--- config.mk ---
export PLATFORM = sky130hd
export DESIGN_NAME = vidmem_arbiter
export DESIGN_NICKNAME = d
export VERILOG_FILES = /design/src/rtl/vidmem_pkg.sv /design/src/rtl/vm_phase_seq.sv /design/src/rtl/vm_cpu_decode.sv /design/src/rtl/vm_disp_port.sv /design/src/rtl/vm_mode_reg.sv /design/src/rtl/vidmem_arbiter.sv
export SDC_FILE = /design/constraint.sdc
export NUM_CORES = 1
export LEC_CHECK = 0
export ABC_AREA = 1
export BUFFER_PORTS_ARGS = -buffer_cell sky130_fd_sc_hd__buf_2
export CAP_MARGIN = 40
export CORE_AREA = 2 2 65 67
export DETAILED_ROUTE_END_ITERATION = 10
export DIE_AREA = 0 0 67 69
export GPL_TIMING_DRIVEN = 0
export PLACE_DENSITY = 0.87
export SLEW_MARGIN = 10
export SYNTH_ARGS = -nofsm -noshare
export SYNTH_HDL_FRONTEND = slang
export SYNTH_SLANG_ARGS = --single-unit
export TNS_END_PERCENT = 100
--- constraint.sdc ---
create_clock -name clk -period 2.75 [get_ports clk]
set_input_delay 0 -clock clk [delete_from_list [all_inputs] [get_ports clk]]
set_output_delay 0 -clock clk [all_outputs]
set_load 0.02 [all_outputs]
--- src/rtl/vidmem_pkg.sv ---
package vidmem_pkg;

  // Per-phase CPU-side control decoded from address, direction and phase
  typedef struct packed {
    logic ram_sel;   // RAM selected in CPU phase
    logic reg_sel;   // mode register selected in CPU phase
    logic ram_oe;    // RAM read in CPU phase
    logic ram_we;    // RAM write strobe (already windowed)
    logic wdata_oe;  // block drives RAM data pins
    logic rdata_oe;  // block drives CPU data bus
    logic reg_wr;    // mode register write pending this phase
  } cpu_ctl_t;

  function automatic logic in_span(input logic [15:0] a,
                                   input logic [15:0] lo,
                                   input logic [15:0] hi);
    return (a >= lo) && (a <= hi);
  endfunction

endpackage

--- src/rtl/vm_phase_seq.sv ---
module vm_phase_seq #(
  parameter int HALF = 4,
  localparam int CW = (HALF > 1) ? $clog2(HALF) : 1
) (
  input  logic clk,
  input  logic rst,
  output logic phi2,
  output logic low_first,
  output logic low_last,
  output logic high_last,
  output logic we_window
);

  localparam logic [CW-1:0] LAST = CW'(HALF - 1);

  logic [CW-1:0] cnt;

  always_ff @(posedge clk) begin
    if (rst) begin
      cnt  <= '0;
      phi2 <= 1'b0;
    end else if (cnt == LAST) begin
      cnt  <= '0;
      phi2 <= ~phi2;
    end else begin
      cnt <= cnt + 1'b1;
    end
  end

  assign low_first = !phi2 && (cnt == '0);
  assign low_last  = !phi2 && (cnt == LAST);
  assign high_last =  phi2 && (cnt == LAST);
  assign we_window =  phi2 && (cnt != '0) && (cnt != LAST);

  // the phase changes only after a full HALF-clock count
  assert_phase_len_R2: assert property (@(posedge clk) disable iff (rst)
    (phi2 != $past(phi2)) |-> ($past(cnt) == LAST));

endmodule

--- src/rtl/vm_cpu_decode.sv ---
module vm_cpu_decode
  import vidmem_pkg::*;
#(
  parameter logic [15:0] WIN_BASE = 16'h6000,
  parameter logic [15:0] REG_BASE = 16'h7800,
  parameter logic [15:0] WIN_LAST = 16'h7FFF
) (
  input  logic        vid_en,
  input  logic        phi2,
  input  logic        we_window,
  input  logic [15:0] cpu_addr,
  input  logic        cpu_rw,
  output cpu_ctl_t    ctl
);

  logic in_win, hit_reg, hit_ram;

  always_comb begin
    in_win  = vid_en && in_span(cpu_addr, WIN_BASE, WIN_LAST);
    hit_reg = in_win && (cpu_addr >= REG_BASE);
    hit_ram = in_win && !hit_reg;

    ctl.ram_sel  = phi2 && hit_ram;
    ctl.reg_sel  = phi2 && hit_reg;
    ctl.ram_oe   = ctl.ram_sel && cpu_rw;
    ctl.wdata_oe = ctl.ram_sel && !cpu_rw;
    ctl.ram_we   = ctl.wdata_oe && we_window;
    ctl.rdata_oe = (ctl.ram_sel || ctl.reg_sel) && cpu_rw;
    ctl.reg_wr   = ctl.reg_sel && !cpu_rw;
  end

endmodule

--- src/rtl/vm_disp_port.sv ---
module vm_disp_port #(
  parameter int AW = 13,
  parameter int DW = 8
) (
  input  logic          clk,
  input  logic          rst,
  input  logic          phi2,
  input  logic          low_first,
  input  logic          low_last,
  input  logic          disp_valid,
  output logic          disp_ready,
  input  logic [AW-1:0] disp_addr,
  output logic [AW-1:0] fetch_addr,
  output logic          fetch_active,
  input  logic [DW-1:0] ram_rdata,
  output logic          disp_rsp_valid,
  output logic [DW-1:0] disp_rdata
);

  assign disp_ready = low_first;

  always_ff @(posedge clk) begin
    if (rst) begin
      fetch_addr     <= '0;
      fetch_active   <= 1'b0;
      disp_rsp_valid <= 1'b0;
      disp_rdata     <= '0;
    end else begin
      if (disp_ready && disp_valid) begin
        fetch_addr   <= disp_addr;
        fetch_active <= 1'b1;
      end
      if (low_last) begin
        fetch_active   <= 1'b0;
        disp_rsp_valid <= fetch_active;
        if (fetch_active) disp_rdata <= ram_rdata;
      end
    end
  end

  // the fetch slot is offered only in the display phase
  assert_ready_low_only_R7: assert property (@(posedge clk) disable iff (rst)
    disp_ready |-> !phi2);

  // a fetch never spills into the CPU phase
  assert_fetch_low_only_R7: assert property (@(posedge clk) disable iff (rst)
    fetch_active |-> !phi2);

  // held response changes only at a capture edge
  assert_rsp_hold_R8: assert property (@(posedge clk) disable iff (rst)
    !$past(low_last) |-> ($stable(disp_rdata) && $stable(disp_rsp_valid)));

endmodule

--- src/rtl/vm_mode_reg.sv ---
module vm_mode_reg #(
  parameter int DW = 8
) (
  input  logic          clk,
  input  logic          rst,
  input  logic          wr_en,
  input  logic [DW-1:0] wdata,
  output logic [DW-1:0] mode
);

  always_ff @(posedge clk) begin
    if (rst)        mode <= '0;
    else if (wr_en) mode <= wdata;
  end

  // mode bits move only after a register write
  assert_mode_hold_R4: assert property (@(posedge clk) disable iff (rst)
    !$past(wr_en) |-> $stable(mode));

endmodule

--- src/rtl/vidmem_arbiter.sv ---
module vidmem_arbiter
  import vidmem_pkg::*;
#(
  parameter int          HALF     = 4,
  parameter int          AW       = 13,
  parameter int          DW       = 8,
  parameter logic [15:0] WIN_BASE = 16'h6000,
  parameter logic [15:0] REG_BASE = 16'h7800,
  parameter logic [15:0] WIN_LAST = 16'h7FFF
) (
  input  logic          clk,
  input  logic          rst,
  input  logic          vid_en,
  output logic          phi2,
  input  logic [15:0]   cpu_addr,
  input  logic          cpu_rw,
  input  logic [DW-1:0] cpu_wdata,
  output logic [DW-1:0] cpu_rdata,
  output logic          cpu_rdata_oe,
  input  logic          disp_valid,
  output logic          disp_ready,
  input  logic [AW-1:0] disp_addr,
  output logic          disp_rsp_valid,
  output logic [DW-1:0] disp_rdata,
  output logic [AW-1:0] ram_addr,
  output logic          ram_cs,
  output logic          ram_oe,
  output logic          ram_we,
  output logic [DW-1:0] ram_wdata,
  output logic          ram_wdata_oe,
  input  logic [DW-1:0] ram_rdata,
  output logic [DW-1:0] mode_bits
);

  logic          low_first, low_last, high_last, we_window;
  logic [AW-1:0] fetch_addr;
  logic          fetch_active;
  cpu_ctl_t      ctl;

  vm_phase_seq #(.HALF(HALF)) u_seq (
    .clk       (clk),
    .rst       (rst),
    .phi2      (phi2),
    .low_first (low_first),
    .low_last  (low_last),
    .high_last (high_last),
    .we_window (we_window)
  );

  vm_cpu_decode #(
    .WIN_BASE (WIN_BASE),
    .REG_BASE (REG_BASE),
    .WIN_LAST (WIN_LAST)
  ) u_dec (
    .vid_en    (vid_en),
    .phi2      (phi2),
    .we_window (we_window),
    .cpu_addr  (cpu_addr),
    .cpu_rw    (cpu_rw),
    .ctl       (ctl)
  );

  vm_disp_port #(.AW(AW), .DW(DW)) u_disp (
    .clk            (clk),
    .rst            (rst),
    .phi2           (phi2),
    .low_first      (low_first),
    .low_last       (low_last),
    .disp_valid     (disp_valid),
    .disp_ready     (disp_ready),
    .disp_addr      (disp_addr),
    .fetch_addr     (fetch_addr),
    .fetch_active   (fetch_active),
    .ram_rdata      (ram_rdata),
    .disp_rsp_valid (disp_rsp_valid),
    .disp_rdata     (disp_rdata)
  );

  vm_mode_reg #(.DW(DW)) u_mode (
    .clk   (clk),
    .rst   (rst),
    .wr_en (ctl.reg_wr && high_last),
    .wdata (cpu_wdata),
    .mode  (mode_bits)
  );

  // Phase-steered RAM port: display owns low phase, CPU owns high phase
  always_comb begin
    if (phi2) begin
      ram_addr = cpu_addr[AW-1:0];
      ram_cs   = ctl.ram_sel;
      ram_oe   = ctl.ram_oe;
    end else begin
      ram_addr = fetch_addr;
      ram_cs   = fetch_active;
      ram_oe   = fetch_active;
    end
  end

  assign ram_we       = ctl.ram_we;
  assign ram_wdata    = cpu_wdata;
  assign ram_wdata_oe = ctl.wdata_oe;
  assign cpu_rdata_oe = ctl.rdata_oe;
  assign cpu_rdata    = !ctl.rdata_oe ? '0 : (ctl.reg_sel ? mode_bits : ram_rdata);

  // write strobe confined to the CPU phase
  assert_we_high_only_R5: assert property (@(posedge clk) disable iff (rst)
    ram_we |-> phi2);

  // strobe already low on the clock before phi2 falls
  assert_we_off_before_fall_R5: assert property (@(posedge clk) disable iff (rst)
    (!phi2 && $past(phi2)) |-> !$past(ram_we));

  // address held while the strobe stays asserted
  assert_we_addr_stable_R5: assert property (@(posedge clk) disable iff (rst)
    (ram_we && $past(ram_we)) |-> $stable(ram_addr));

  // disabled window leaves RAM and CPU bus alone
  assert_disabled_quiet_R6: assert property (@(posedge clk) disable iff (rst)
    (!vid_en && phi2) |-> (!ram_cs && !ram_we && !cpu_rdata_oe && !ram_wdata_oe));

  // display phase never drives RAM data
  assert_low_readonly_R7: assert property (@(posedge clk) disable iff (rst)
    !phi2 |-> (!ram_wdata_oe && !ram_we));

  // read and write enables never together
  assert_oe_we_excl_R3: assert property (@(posedge clk) disable iff (rst)
    $onehot0({ram_we, ram_oe}));

endmodule

==> run metrics <==
layout cell share with drive strength beyond 1=34.3%; Slew @ Worst Pin=0.471 ns; Leak=1.35 nW; CP max FO=10; Routed Antenna Nets=0; via count=2045; Initial DRT Pass Iterations=4; vias per cell=4.73; Port Buffers=102; Core Rows=23; Layout Nets=433; initial antenna violation count=0; Fin Setup TNS=0 ns; final wirelength=4810 um; DP Wirelength=3670 um; post-synthesis sequential area ratio=38.4%; status=finished clean; Area Overhead vs Synth=42.9%; die area=4620 um2; IO Pins=103; gr usage total=21.5%; postcts setup bufs=0; # fillers=349; CP max-delay cell=dfxtp_1; n_diodes=0; crit-path cells=buf_2, clkbuf_1, o21ai_0, buf_2; largest net degree at the start of global routing=11; Syn Nets=316; gr ovfl total=0; post-synthesis xor/xnor area fraction=0%; Final Max Slew Viols=0; Max-slew headroom=68.6%; Adder-Cell Fraction of Synth Area=1.41%; Hold WC Path Type=input pin to flop; CTS Buf Count=5; Synth Register Bits=34; 1st-iter DRT viols=79; Async SR Flop Fraction=0%; RR Endpoint=u_mode.mode[0]; height of the chip=69 um; TritonCTS clock tree=yes; clock sink total=34; largest family of logic cells by synthesized area=simple AND/OR/NAND/NOR gates; final hold violations=0; first-pass GRT wire length=7870 um; WP data required=2.75 ns; Setup CP Type=flop to output pin; final number of setup-violating endpoints=0; Post-Syn Instances=264; post_cts resized=0; worst skew pair latency=0.28 ns; number of synthesized flops with an enable pin=0; CP max stage delay=0.45 ns; total power=1.28 mW; CP Launch Point=u_seq.phi2; RSZ-0062 raised after global routing=false; crit path launch type=flop; most used cell, CP=buf_2; clk buf depth=2; final worst path period share=61.2%; library cells used by synthesis=22; Compound-Gate Fraction of Synth Area=19.3%; final RePlAce weighted congestion=0.962; final std cells w/o fill=432; Clock Pin Slew Worst Setup and Hold Paths=0.07 ns; CP endpoint=ram_addr[11]; final clock skew=0.00143 ns; Avg Inst Size Synth=6.71 um2; placed cells=416; most common cell after layout, fill and taps aside=buf_2; Remaining DRCs=0; simple logic cell fraction of the synthesized area=23.2%; synthesis warning total=0; vias in the first global route=1859; mux contribution to synthesized area=0%; Core ar.=3910 um2; Peak VDD IR=311 uV; initial core utilization=45.3%; Die W=67 um; Synth Flop Type=dfxtp_1; Syn Std Cell Area=1770 um2; maxcap violations=0; PwrDens=505 nW/um2; Post-CTS Hold Fix Bufs=8; DR WL/cell=11.1 um; Worst R2R Path Depth=7; Achievable Freq=594 MHz; H-tree Lvls=2; worst reg2reg startpoint=u_seq.cnt[0]; crit path DAT=1.68 ns; most frequent cells in the layout=buf_2, inv_1, o21ai_0; Tmin final=1.68 ns; Worst Setup End Kind=output pin; CTS root buf=clkbuf_8; R2R setup slack=1.32 ns
[power breakdown]
part | switching [mW] | internal [mW]
registers | 0.0128 | 0.525
logic | 0.178 | 0.112
clock network | 0.178 | 0.271
total | 0.369 | 0.908
[metal layers]
layer,global-route usage [%],vias up,part of all wire (%)
met5,0,-,0
met4,10.9,0,2.1
met2,38.3,66,53
li1,-,1055,-
met3,4.08,10,5.4
met1,23.2,914,40
[metrics by stage]
| step | setup WS (ns) | area (um2) | hold WS, ns | utilization, % |
|---|---|---|---|---|
| global placement | 1.39 | 2340 | 0.239 | 59.9 |
| floorplan | 1.24 | 1770 | 0.0691 | - |
| detailed placement | 1.35 | 2340 | 0.247 | 59.9 |
| finish | 1.07 | 2530 | 0.00861 | 64.7 |
| global route | 0.937 | 2530 | 0.0214 | 64.7 |
| CTS | 1.08 | 2530 | 0.00159 | 64.7 |
[registers in the layout (all words and copies together), names as in the netlist]
register and cells:
u_disp.fetch_addr 13, u_disp.disp_rdata 8, u_mode.mode 8, u_seq.cnt 2, u_disp.disp_rsp_valid 1, u_disp.fetch_active 1
u_seq.phi2 1
[worst max-delay path, delay by kind of cell, from the launching register on]
kind,cells,cell delay (ns)
buf+inv,3,0.77
flops,1,0.45
compound gates,1,0.18
[layout make-up]
| class | count | area, um2 | share of cell area (%) |
|---|---|---|---|
| inverter | 57 | 214 | 8.45 |
| timing repair buffer | 110 | 591 | 23.3 |
| clock inverter | 1 | 30.0 | 1.19 |
| multi-input combinational | 156 | 777 | 30.7 |
| buffer | 17 | 100 | 3.95 |
| clock buffer | 7 | 76.3 | 3.02 |
| sequential | 34 | 681 | 26.9 |
| tap | 50 | 62.6 | 2.47 |
[cells by family (layout without fill, tap and decap cells)]
logic type / after synthesis / count (layout)
simple gates: 86 / 86
buf+inv: 74 / 192
compound gates: 68 / 68
flops: 34 / 34
fa+ha+maj: 2 / 2
[how the worst min path moves through the flow]
stage	startpoint	to	slack (ns)	cells past startpoint
floorplan	rst	u_disp.disp_rsp_valid	0.07	1
global placement	rst	u_disp.disp_rsp_valid	0.24	2
detailed placement	rst	u_seq.phi2	0.25	2
CTS	disp_addr[0]	u_disp.fetch_addr[0]	0.002	3
global route	disp_addr[10]	u_disp.fetch_addr[10]	0.02	3
finish	disp_addr[0]	u_disp.fetch_addr[0]	0.009	3
[cells in the mapped netlist (all sizes together) (2+ instances only)]
cell | n | area [um2]
inv | 57 | 214
o21ai | 43 | 215
nand2 | 40 | 155
dfxtp | 34 | 681
nor2 | 30 | 143
a21oi | 24 | 120
buf | 14 | 88.8
nand4 | 9 | 56.3
clkbuf | 3 | 11.3
nand3 | 3 | 32.5
ha | 2 | 25.0
nor3 | 2 | 10.0
(Power assumes the default switching activity.)
